$ cat config.mk
export PLATFORM = sky130hd
export DESIGN_NAME = sram_tcam
export DESIGN_NICKNAME = d
export VERILOG_FILES = /design/src/rtl/tcam_pkg.sv /design/src/rtl/tcam_bank.sv /design/src/rtl/tcam_prio_enc.sv /design/src/rtl/tcam_err_enc.sv /design/src/rtl/sram_tcam.sv
export SDC_FILE = /design/constraint.sdc
export NUM_CORES = 1
export LEC_CHECK = 0
export ABC_AREA = 1
export BUFFER_PORTS_ARGS = -buffer_cell sky130_fd_sc_hd__buf_2
export CORE_UTILIZATION = 60
export DETAILED_ROUTE_END_ITERATION = 16
export PLACE_DENSITY = 0.83
export SYNTH_ARGS = -nofsm -noshare
export SYNTH_HDL_FRONTEND = slang
export SYNTH_HIERARCHICAL = 1
export SYNTH_SLANG_ARGS = --single-unit
$ cat constraint.sdc
create_clock -name clk_i -period 3.95 [get_ports clk_i]
set_input_delay 0.1975 -clock clk_i [delete_from_list [all_inputs] [get_ports clk_i]]
set_output_delay 0.1975 -clock clk_i [all_outputs]
set_load 0.005 [all_outputs]
$ cat src/rtl/tcam_pkg.sv
package tcam_pkg;
  function automatic int unsigned idx_width(input int unsigned n);
    return (n <= 1) ? 1 : $clog2(n);
  endfunction
endpackage

$ cat src/rtl/tcam_bank.sv
module tcam_bank #(
  parameter int unsigned WORD_W = 9,
  parameter int unsigned ADDR_W = 4,
  localparam int unsigned DEPTH = 1 << ADDR_W
) (
  input  logic              clk_i,
  input  logic              rst_ni,
  input  logic              wr_en_i,
  input  logic [ADDR_W-1:0] wr_addr_i,
  input  logic [WORD_W-1:0] wr_data_i,
  input  logic              rd_en_i,
  input  logic [ADDR_W-1:0] rd_addr_i,
  output logic [WORD_W-1:0] rd_word_o,
  output logic              par_err_o
);
  logic [WORD_W-1:0] mem_q [DEPTH];
  logic [WORD_W-1:0] rd_q;

  // read and write in the same cycle: read returns the pre-write word
  always_ff @(posedge clk_i or negedge rst_ni) begin
    if (!rst_ni) begin
      for (int i = 0; i < int'(DEPTH); i++) mem_q[i] <= '0;
      rd_q <= '0;
    end else begin
      if (wr_en_i) mem_q[wr_addr_i] <= wr_data_i;
      if (rd_en_i) rd_q <= mem_q[rd_addr_i];
    end
  end

  assign rd_word_o = rd_q;
  assign par_err_o = ^rd_q;
endmodule

$ cat src/rtl/tcam_prio_enc.sv
module tcam_prio_enc #(
  parameter int unsigned WIDTH = 8,
  parameter int unsigned IDX_W = 3
) (
  input  logic [WIDTH-1:0] vec_i,
  output logic             found_o,
  output logic [IDX_W-1:0] idx_o
);
  always_comb begin
    idx_o = '0;
    for (int i = int'(WIDTH) - 1; i >= 0; i--) begin
      if (vec_i[i]) idx_o = IDX_W'(i);
    end
  end
  assign found_o = |vec_i;
endmodule

$ cat src/rtl/tcam_err_enc.sv
module tcam_err_enc #(
  parameter int unsigned NUM_BANKS = 4,
  parameter int unsigned ID_W      = 2,
  parameter int unsigned CHUNK_W   = 4
) (
  input  logic [NUM_BANKS-1:0]         err_i,
  input  logic [NUM_BANKS*CHUNK_W-1:0] chunks_i,
  output logic                         any_o,
  output logic                         multi_o,
  output logic [ID_W-1:0]              id_o,
  output logic [CHUNK_W-1:0]           chunk_o
);
  always_comb begin
    id_o    = '0;
    chunk_o = '0;
    for (int i = int'(NUM_BANKS) - 1; i >= 0; i--) begin
      if (err_i[i]) begin
        id_o    = ID_W'(i);
        chunk_o = chunks_i[i*CHUNK_W +: CHUNK_W];
      end
    end
  end
  assign any_o   = |err_i;
  assign multi_o = $countones(err_i) > 1;
endmodule

$ cat src/rtl/sram_tcam.sv
module sram_tcam #(
  parameter int unsigned NUM_ENTRIES = 8,
  parameter int unsigned CHUNK_W     = 4,
  parameter int unsigned NUM_BANKS   = 4,
  localparam int unsigned KEY_W  = NUM_BANKS * CHUNK_W,
  localparam int unsigned WORD_W = NUM_ENTRIES + 1,
  localparam int unsigned BANK_W = tcam_pkg::idx_width(NUM_BANKS),
  localparam int unsigned IDX_W  = tcam_pkg::idx_width(NUM_ENTRIES)
) (
  input  logic               clk_i,
  input  logic               rst_ni,
  input  logic               lookup_valid_i,
  input  logic [KEY_W-1:0]   lookup_key_i,
  input  logic               wr_en_i,
  input  logic [BANK_W-1:0]  wr_bank_i,
  input  logic [CHUNK_W-1:0] wr_addr_i,
  input  logic [WORD_W-1:0]  wr_data_i,
  output logic [NUM_ENTRIES-1:0] match_vec_o,
  output logic               hit_o,
  output logic [IDX_W-1:0]   hit_idx_o,
  output logic               err_valid_o,
  output logic [BANK_W-1:0]  err_bank_o,
  output logic [CHUNK_W-1:0] err_chunk_o,
  output logic               err_multi_o
);
  logic [WORD_W-1:0]    rd_word [NUM_BANKS];
  logic [NUM_BANKS-1:0] bank_err;
  logic                 valid_q;
  logic [KEY_W-1:0]     key_q;

  for (genvar b = 0; b < int'(NUM_BANKS); b++) begin : g_bank
    logic bank_we;
    assign bank_we = wr_en_i && (wr_bank_i == BANK_W'(b));
    tcam_bank #(.WORD_W(WORD_W), .ADDR_W(CHUNK_W)) u_bank (
      .clk_i     (clk_i),
      .rst_ni    (rst_ni),
      .wr_en_i   (bank_we),
      .wr_addr_i (wr_addr_i),
      .wr_data_i (wr_data_i),
      .rd_en_i   (lookup_valid_i),
      .rd_addr_i (lookup_key_i[b*CHUNK_W +: CHUNK_W]),
      .rd_word_o (rd_word[b]),
      .par_err_o (bank_err[b])
    );
  end

  always_ff @(posedge clk_i or negedge rst_ni) begin
    if (!rst_ni) begin
      valid_q <= 1'b0;
      key_q   <= '0;
    end else begin
      valid_q <= lookup_valid_i;
      if (lookup_valid_i) key_q <= lookup_key_i;
    end
  end

  logic [NUM_ENTRIES-1:0] match_all;
  always_comb begin
    match_all = '1;
    for (int b = 0; b < int'(NUM_BANKS); b++) match_all &= rd_word[b][NUM_ENTRIES-1:0];
  end

  logic             found;
  logic [IDX_W-1:0] idx;
  tcam_prio_enc #(.WIDTH(NUM_ENTRIES), .IDX_W(IDX_W)) u_prio (
    .vec_i   (match_all),
    .found_o (found),
    .idx_o   (idx)
  );

  logic               err_any, err_multi;
  logic [BANK_W-1:0]  err_id;
  logic [CHUNK_W-1:0] err_chunk;
  tcam_err_enc #(.NUM_BANKS(NUM_BANKS), .ID_W(BANK_W), .CHUNK_W(CHUNK_W)) u_err (
    .err_i    (bank_err),
    .chunks_i (key_q),
    .any_o    (err_any),
    .multi_o  (err_multi),
    .id_o     (err_id),
    .chunk_o  (err_chunk)
  );

  logic err_v;
  assign err_v       = valid_q && err_any;
  assign match_vec_o = valid_q ? match_all : '0;
  assign hit_o       = valid_q && found;
  assign hit_idx_o   = valid_q ? idx : '0;
  assign err_valid_o = err_v;
  assign err_bank_o  = err_v ? err_id : '0;
  assign err_chunk_o = err_v ? err_chunk : '0;
  assign err_multi_o = err_v && err_multi;
endmodule

# Word-level counts from Yosys, hierarchy flattened
# Index checks and enable logic that the tools add are counted.
[totals] ff_bits=629 wordCells=144
[classes] bitwise=8 add_sub_neg=3 magnitude_cmp=7 muxes=38 reduce_logical=15 eq_ne=3
[op_table] cell="144-bit bitwise mux" n=4
[op_table] cell="9-bit binary-select mux with 4-bit select" n=4
[op_table] cell="9-bit 2-to-1 mux" n=9
[op_table] cell="9-bit demux with 4-bit select" n=1
[op_table] cell="9-bit XOR reduction" n=4
[op_table] cell="32-bit adder" n=1
[op_table] cell="32-bit by 2-bit > comparator with 1-bit output (second input constant)" n=1
[op_table] cell="3-bit 2-to-1 mux" n=9
[op_table] cell="5-bit >= comparator (second input constant)" n=5
[op_table] cell="4-bit inverter with 5-bit output" n=5
[op_table] cell="8-bit AND" n=3
[op_table] cell="4-bit 2-to-1 mux" n=5
[op_table] cell="2-bit 2-to-1 mux" n=5
[op_table] cell="1-bit logical AND" n=8
[op_table] cell="8-bit 2-to-1 mux" n=1
[op_table] cell="8-bit OR reduction" n=1
[op_table] cell="5-bit by 1-bit less-than comparator with 1-bit output (second input constant)" n=1
[op_table] cell="1-bit by 1-bit adder with 2-bit output" n=2
[op_table] cell="2-bit == test (second input constant)" n=2
[op_table] cell="4-bit OR reduction" n=1
[op_table] cell="2-bit by 1-bit == test with 1-bit output (second input constant)" n=1
[op_table] cell="2-bit logical NOT" n=1

# Logic depth before layout (Yosys ltp)
# Gate-level depths: netlist of the first run.
[logic_depth] ltp_word=12 depth_mapped=13 ltp_nobuf=13

# Hierarchy
# Netlist of the first run, hierarchy kept.
[by_module_without_submodules] module="tcam_bank" seq_area_each_um2=3828.7 cells_per_inst=882 n_inst=4 area_each_um2=7076.8
[by_module_without_submodules] module="sram_tcam" seq_area_each_um2=425.4 cells_per_inst=132 n_inst=1 area_each_um2=895.9
[by_module_without_submodules] module="tcam_err_enc" seq_area_each_um2=0.0 cells_per_inst=45 n_inst=1 area_each_um2=220.2
[by_module_without_submodules] module="tcam_prio_enc" seq_area_each_um2=0.0 cells_per_inst=22 n_inst=1 area_each_um2=98.8

# Worst setup path before layout of the first run
# Ideal clock, no wire load.
[synth_path] kind="register -> output" from="register g_bank[0].u_bank.rd_q[1]" to="output err_multi_o" required_time_ps=3753 path_stages_with_launch=13 t_arrival_ps=2115 path_slack_ps=1637 cell_sequence="dfrtp_1 -> xnor2_1 -> or2_2 -> nand3_1 -> nand3_1 -> nand2_1 -> buf_6 -> inv_1 -> ha_1 -> ha_1 -> a211o_1 -> inv_1 -> nor2_1"
[synth_via] elab_chain_cells=5 elab_cells_between_ends=7
[synth_lines] element="start, declared" line_no="tcam_bank.sv:17" rtl="logic [WORD_W-1:0] rd_q;"
[synth_lines] element="start signal, assigned" line_no="tcam_bank.sv:26" rtl="if (rd_en_i) rd_q <= mem_q[rd_addr_i];"
[synth_lines] element="9-bit XOR reduction" line_no="tcam_bank.sv:31" rtl="assign par_err_o = ^rd_q;"
[synth_lines] element="named net bank_err[0]" line_no="sram_tcam.sv:27" rtl="logic [NUM_BANKS-1:0] bank_err;"
[synth_lines] element="1-bit by 1-bit adder with 2-bit output (implied by the code)" line_no="tcam_err_enc.sv:24" rtl="assign multi_o = $countones(err_i) > 1;"
[synth_lines] element="32-bit adder (implied by the code)" line_no="tcam_err_enc.sv:24"
[synth_lines] element="32-bit by 2-bit > comparator with 1-bit output" line_no="tcam_err_enc.sv:24"
[synth_lines] element="named net err_multi" line_no="sram_tcam.sv:71" rtl="logic err_any, err_multi;"
[synth_lines] element="1-bit logical AND" line_no="sram_tcam.sv:91" rtl="assign err_multi_o = err_v && err_multi;"
[synth_lines] element="end, declared" line_no="sram_tcam.sv:24" rtl="output logic err_multi_o"
# The timed path passes the listed nets, and every way through them passes these cells.

# Worst setup path in the final report of the first run
[layout_path] from="register g_bank[0].u_bank.rd_q[0]" to="output err_multi_o"
# The elaborated chain is that of the path after synthesis.

==> qor.yml, run 1 <==
grt:
  grt_max_degree: 103
  antenna_found_initial: 1
  grt_pass1_wl_mm: 127
  grt_pass1_vias: 23879
  grt_usage: 0.322
  grt-ovfl-total: 0
setup_path:
  cp_cell_sequence: "xnor2_1 > or2_2 > nand3_1 > nand3_1 > nand2_1 > inv_1 > ha_1 > ha_1 > a211o_1 > inv_1 > nor2_1 > buf_2"
  critPathLaunchType: "flop"
  r2r_end: "g_bank[0].u_bank/rd_word_o[7]$_DFFE_PN0P_"
  critical_path_class: "reg -> out"
  rr_startpoint: "g_bank[0].u_bank/mem_q[34]$_DFFE_PN0P_"
  cp-end-kind: "output port"
  r2r_setup_slack_ns: 2.68
  cp_slowest_cell: "dfrtp_1"
  crit_arrival_ns: 3.21
  max_stage_delay_ns: 0.40
  rr_worst_depth: 8
  cp_max_fo: 12
  cp.required_ns: 3.75
pwr:
  power_w: 0.0173
  leakage_nw: 15.4
  vdd_drop_max_mv: 0.438
  p_per_area_mw_per_mm2: 536
sta:
  maxSlewViolCount: 0
  finClkSkew_ns: 0.0206
  worstMarginPinSlew_ns: 1.08
  setup_viol: 0
  hold_violations: 0
  fin_crit_sh: 0.863
  relSlewSlack: 0.273
  setup_tns_ns: 0
  timing.fmax_mhz: 293
  grt_setup_unrepaired: "no"
  hold-worst-slack_ns: 0.107
  fin_crit_ns: 3.41
layout:
  seqCellArea_sq_mm: 0.0157
  diodes: 0
  fill_cells: 3968
  mostFrequentLayoutCell: "nand2_1"
  final_cell_mix: "nand2_1 (1,262), dfrtp_1 (629), nand3_1 (445)"
  multiInputGateArea_sq_mm: 0.0123
  drive_above_1_share: 0.0763
  area_delta_synth_final_pct: 9.04
  fin_area_sq_mm: 0.0322
  nNetsFinal: 3709
detailed_routing:
  met1Wirelength_mm: 32.9
  dr_wl_met2_mm: 34.2
  drtPass1Iterations: 5
  wirelength_mm: 78.5
  ant_nets: 0
  remaining_drc_errors: 0
  via_per_inst: 5.81
  avgRoutedWirePerCell_um: 17.9
  vias: 25448
  first_iter_violations: 2655
  dr.max_layer_used: "met5"
  wl_met3_mm: 8.08
synthesis:
  synth_enable_flop_cells: 0
  syn-num-nets: 3765
  async_reset_ff_frac: 1.00
  synth_area_leaders: "dfrtp_1 (53%), nand2_1 (16%), nand3_1 (7.5%)"
  synth_area_per_cell_sq_um: 7.92
  synth_area_sq_mm: 0.0295
  yosys_register_bits: 629
  seq_area_frac_synth: 0.533
  synth_ff_type: "dfrtp_1"
  synth_top_area_share: 0.533
  yosysTopAreaCell: "dfrtp_1"
  yosys_warnings: 6
  synth.distinct_cells: 31
  synthCells: 3727
cts:
  tritoncts: "done"
  htree_levels: 3
  cts_buffers: 67
  cts.sinks: 629
  cts_root_buf: "clkbuf_16"
  clock_latency_ns: 0.62
  clock_path_buffers: 3
  clk_pin_slew_ns: 0.06
  cts_resized: 0
worst_hold_path:
  hold_end: "key_q[6]$_DFFE_PN0P_"
  hp-class: "in -> reg"
  whs_path_depth: 3
  min_from: "lookup_key_i[6]"
floorplan:
  coreArea_sq_mm: 0.0481
  io-pin-count: 55
  die_h_um: 224
  start_util: 0.613
  chipWidth_um: 224
  rows: 80
  die-area_sq_mm: 0.0501
run_status:
  status: "finished clean"
place:
  dpl_cell_area_sq_mm: 0.0300
  gp_congestion: 0.892
  portBuffers: 54
  dp_hpwl_mm: 46.8
flow_run:
  cap_violations: 0
-- state kept, by name (all words and copies together), names as in the netlist --
name                     count
g_bank.u_bank/mem_q        576
key_q                       16
g_bank.u_bank/rd_word_o     36
valid_q                      1
-- area by class of cell --
cell class,instances,area share
tap,656,0.0255
timing repair buffer,91,0.0201
clock buffer,96,0.0605
multi-input combinational,2743,0.381
sequential,629,0.489
inverter,139,0.0165
clock inverter,26,0.00750
-- power breakdown --
part	internal [W]	switching (W)	leakage, nW
sequential	0.00747	0.000566	8.17
clock	0.00366	0.00261	1.10
combinational	0.00105	0.00191	6.18
total	0.0122	0.00508	15.4
-- Yosys cell counts (all sizes together), types with 3 or more instances --
master and number:
nand2 1262, dfrtp 629, nand3 469, nor2 349, o21ai 304, a21oi 294, clkbuf 136, inv 123
buf 80, nor3 26, xnor2 20, clkinv 16, nand4 5, or2 5, xor2 4, ha 3
-- per-stage QoR --
stage                      util  setup WS, ns  std cells
after detailed placement  0.622          1.21       4253
after global routing      0.669         0.348       4380
after floorplan               -          1.64       3727
final                     0.669         0.543       4380
after CTS                 0.669         0.558       4380
after global placement    0.622          1.25       4253
-- worst max path at each step --
stage                                         startpoint            end  slack (ns)
6_report       g_bank[0].u_bank/rd_word_o[0]$_DFFE_PN0P_    err_multi_o        0.54
5_1_grt        g_bank[0].u_bank/rd_word_o[1]$_DFFE_PN0P_  err_bank_o[1]        0.35
4_1_cts        g_bank[0].u_bank/rd_word_o[0]$_DFFE_PN0P_    err_multi_o        0.56
3_5_place_dp   g_bank[0].u_bank/rd_word_o[1]$_DFFE_PN0P_    err_multi_o        1.21
3_3_place_gp   g_bank[0].u_bank/rd_word_o[1]$_DFFE_PN0P_    err_multi_o        1.25
2_1_floorplan  g_bank[0].u_bank/rd_word_o[1]$_DFFE_PN0P_    err_multi_o        1.64
-- repair_timing --
action                    4_1_cts  5_1_grt
hold endpoints to repair       95        0
hold buffers                    5        0
setup buffers                   0        0
-- kinds of logic after synthesis --
kind of cell,count (synthesis),synth area share
compound gates,600,0.102
xor+xnor,24,0.00712
fa+ha+maj,3,0.00127
buf+inv,355,0.0521
flops,629,0.533
simple gates,2116,0.304
-- critical path, delay by kind of cell (launching register included) --
kind / cells / cell delay, ns
buffers and inverters: 3 / 0.29
flip-flops: 1 / 0.40
AO/OA/AOI/OAI: 1 / 0.35
adder cells (fa/ha/maj): 2 / 0.57
XOR/XNOR: 1 / 0.17
AND/OR/NAND/NOR: 5 / 0.81
-- metal layers --
layer  global-route usage  vias up
met5                    0        -
met4                0.141        2
met3               0.0674      215
met2                0.472     1215
met1                0.466    12056
li1                     -    11960
Note: power is estimated with default switching activity, not from simulation.
==> inputs of run 2 (changes only) <==
==> constraint.sdc (replaced) <==
create_clock -name clk_i -period 3.95 [get_ports clk_i]
set_input_delay 0.395 -clock clk_i [delete_from_list [all_inputs] [get_ports clk_i]]
set_output_delay 0.395 -clock clk_i [all_outputs]
set_load 0.005 [all_outputs]
==> run 2 against run 1 <==
Via count down 0.61%. Flip-flop and latch count is the same. Clock-buffer cell count grew 7. Cell area up 0.44%. Worst setup slack got worse by 0.23 ns. Critical endpoint unchanged. Largest cell class unchanged.
==> qor.yml, run 2 (synthesis results as in run 1) <==
detailed_routing:
  wirelength_mm: 77.7  # -0.93%
  remaining_drc_errors: 0  # unchanged
  drtPass1Iterations: 7  # +2
  avgRoutedWirePerCell_um: 17.8  # -0.91%
  first_iter_violations: 2682  # +1.0%
  vias: 25294  # -0.61%
  ant_nets: 0  # unchanged
  via_per_inst: 5.78  # -0.58%
cts:
  clock_path_buffers: 3  # unchanged
  htree_levels: 3  # unchanged
  cts_buffers: 68  # +1.5%
  cts_root_buf: "clkbuf_16"
  clk_pin_slew_ns: 0.06  # about the same
  postCtsSetupBuffers: 0  # unchanged
  clock_latency_ns: 0.62  # about the same
  tritoncts: "done"
  cts.sinks: 629  # unchanged
setup_path:
  crit_arrival_ns: 3.24  # +0.03 ns
  max_stage_delay_ns: 0.40  # about the same
  cp_max_fo: 12  # unchanged
  cp_slowest_cell: "dfrtp_1"
  rr_worst_depth: 8  # unchanged
  critPathLaunchType: "flop"
  critical_path_class: "reg -> out"
  cp_cell_sequence: "xnor2_1 > or2_2 > nand3_1 > nand2_1 > nand2_1 > nand2_1 > inv_1 > ha_1 > ha_1 > a211o_1 > inv_1 > nor2_1 > buf_2"
  cp_top_family: "simple AND/OR/NAND/NOR gates"
  crit_top_cell: "nand2_1"
  cp.required_ns: 3.56  # -0.19 ns
  cp_num_buf_inv: 3  # unchanged
  cp-end-kind: "output port"
  path_depth: 13  # +1
sta:
  worst_slack_ns: 0.313  # -0.229 ns
  relSlewSlack: 0.429  # +0.156
  grt_setup_unrepaired: "no"
  worstMarginPinSlew_ns: 0.857  # -0.228 ns
  fin_crit_sh: 0.921  # +0.0580
  hold_violations: 0  # unchanged
  setup_tns_ns: 0  # unchanged
  maxSlewViolCount: 0  # unchanged
  timing.fmax_mhz: 275  # -6.3%
  setup_viol: 0  # unchanged
  hold-worst-slack_ns: 0.156  # +0.0493 ns
  finClkSkew_ns: 0.0185  # -0.00211 ns
  fin_crit_ns: 3.64  # +0.229 ns
worst_hold_path:
  hp-class: "in -> reg"
  whs_path_depth: 3  # unchanged
run_status:
  status: "finished clean"
grt:
  grt_use_met3: 0.0592  # -0.00826
  use_met1: 0.465  # about the same
  grt_pass1_wl_mm: 125  # -1.2%
  busiest_layer: "met2"
  grt_usage: 0.318  # -0.00457
  grt_use_met2: 0.474  # +0.00151
  grt-ovfl-total: 0  # unchanged
  grt_max_degree: 116  # +13%
  antenna_found_initial: 1  # unchanged
  grt_pass1_vias: 23508  # -1.6%
layout:
  largest_reg_flops: 576  # unchanged
  area_delta_synth_final_pct: 9.51
  nNetsFinal: 3706  # -0.081%
  final_cells: 4379  # -0.023%
  drive_above_1_share: 0.0771  # +0.000847
  top_register: "g_bank.u_bank/mem_q"
  multiInputGateArea_sq_mm: 0.0123  # unchanged
  fill_cells: 3881  # -2.2%
  final_cell_mix: "nand2_1 (1,262), dfrtp_1 (629), nand3_1 (445)"
  seqCellArea_sq_mm: 0.0157  # unchanged
  mostFrequentLayoutCell: "nand2_1"
floorplan:
  die-area_sq_mm: 0.0501  # unchanged
  chipWidth_um: 224  # unchanged
  start_util: 0.613  # unchanged
  die_h_um: 224  # unchanged
  coreArea_sq_mm: 0.0481  # unchanged
  rows: 80  # unchanged
  io-pin-count: 55  # unchanged
place:
  dp_slack_ns: 0.956  # -0.259 ns
  place_inst: 4253  # unchanged
  dp_hpwl_mm: 46.9  # about the same
  gp_congestion: 0.908  # +1.9%
  portBuffers: 54  # unchanged
flow_run:
  cap_violations: 0  # unchanged
pwr:
  power_w: 0.0177  # +2.3%
  leakage_nw: 15.5  # +0.34%
  p_per_area_mw_per_mm2: 546  # +1.9%
  vdd_drop_max_mv: 0.501  # +14%
[run 2: cell types whose count changed in the layout (fill, tap and decap cells not counted), sizes merged]
| cell | previous run | this run |
|---|---|---|
| diode | 0 | 1 |
| clkinvlp | 0 | 1 |
| dlygate4sd3 | 5 | 1 |
| inv | 129 | 130 |
| bufinv | 3 | 7 |
| clkbuf | 96 | 103 |
| clkinv | 33 | 22 |
[run 2: report_power, final]
part,internal (W),switching [W]
clock,0.00407,0.00263
combinational,0.00105,0.00189
sequential,0.00747,0.000561
total,0.0126,0.00508
[run 2: layer usage]
layer | vias up | wire [um]
met1 | 12008 | 33300
li1 | 11962 | -
met5 | - | 0
met2 | 1168 | 34500
met4 | 0 | 2250
met3 | 156 | 7650
[run 2: area by class of cell]
cell class / instances / share of cell area
timing repair buffer: 87 / 0.0187
multi-input combinational: 2743 / 0.379
antenna: 1 / 0.0000774
clock inverter: 21 / 0.00967
tap: 656 / 0.0254
inverter: 139 / 0.0164
sequential: 629 / 0.487
clock buffer: 103 / 0.0635
[run 2: path summary, 6_finish.rpt]
| kind | startpoint | end | slack [ns] |
|---|---|---|---|
| worst min register to register | g_bank[1].u_bank/mem_q[110]$_DFFE_PN0P_ | g_bank[1].u_bank/mem_q[110]$_DFFE_PN0P_ | 0.48 |
| worst min-delay path | lookup_key_i[15] | key_q[15]$_DFFE_PN0P_ | 0.16 |
| min in group asynchronous | rst_ni | g_bank[3].u_bank/mem_q[81]$_DFFE_PN0P_ | 0.39 |
| worst max-delay path | g_bank[0].u_bank/rd_word_o[1]$_DFFE_PN0P_ | err_multi_o | 0.31 |
| max in group asynchronous | rst_ni | g_bank[2].u_bank/mem_q[56]$_DFFE_PN0P_ | 2.45 |
| worst max register to register | g_bank[3].u_bank/mem_q[90]$_DFFE_PN0P_ | g_bank[3].u_bank/rd_word_o[0]$_DFFE_PN0P_ | 2.71 |
[run 2: metrics by stage]
step,instance area [sq um],utilization
3_5_place_dp,30000,0.622
3_3_place_gp,30000,0.622
2_1_floorplan,29500,-
5_1_grt,32300,0.671
4_1_cts,32300,0.671
6_report,32300,0.672
[run 2: worst min-delay path: stages]
cell	delay (ns)
buf_2	0.18
nand2_1	0.09
o21ai_0	0.07
[run 2: repair_timing]
action | CTS | global route
gates resized for setup | 0 | 0
endpoints found under the hold margin | 80 | 0
hold buffers | 1 | 0
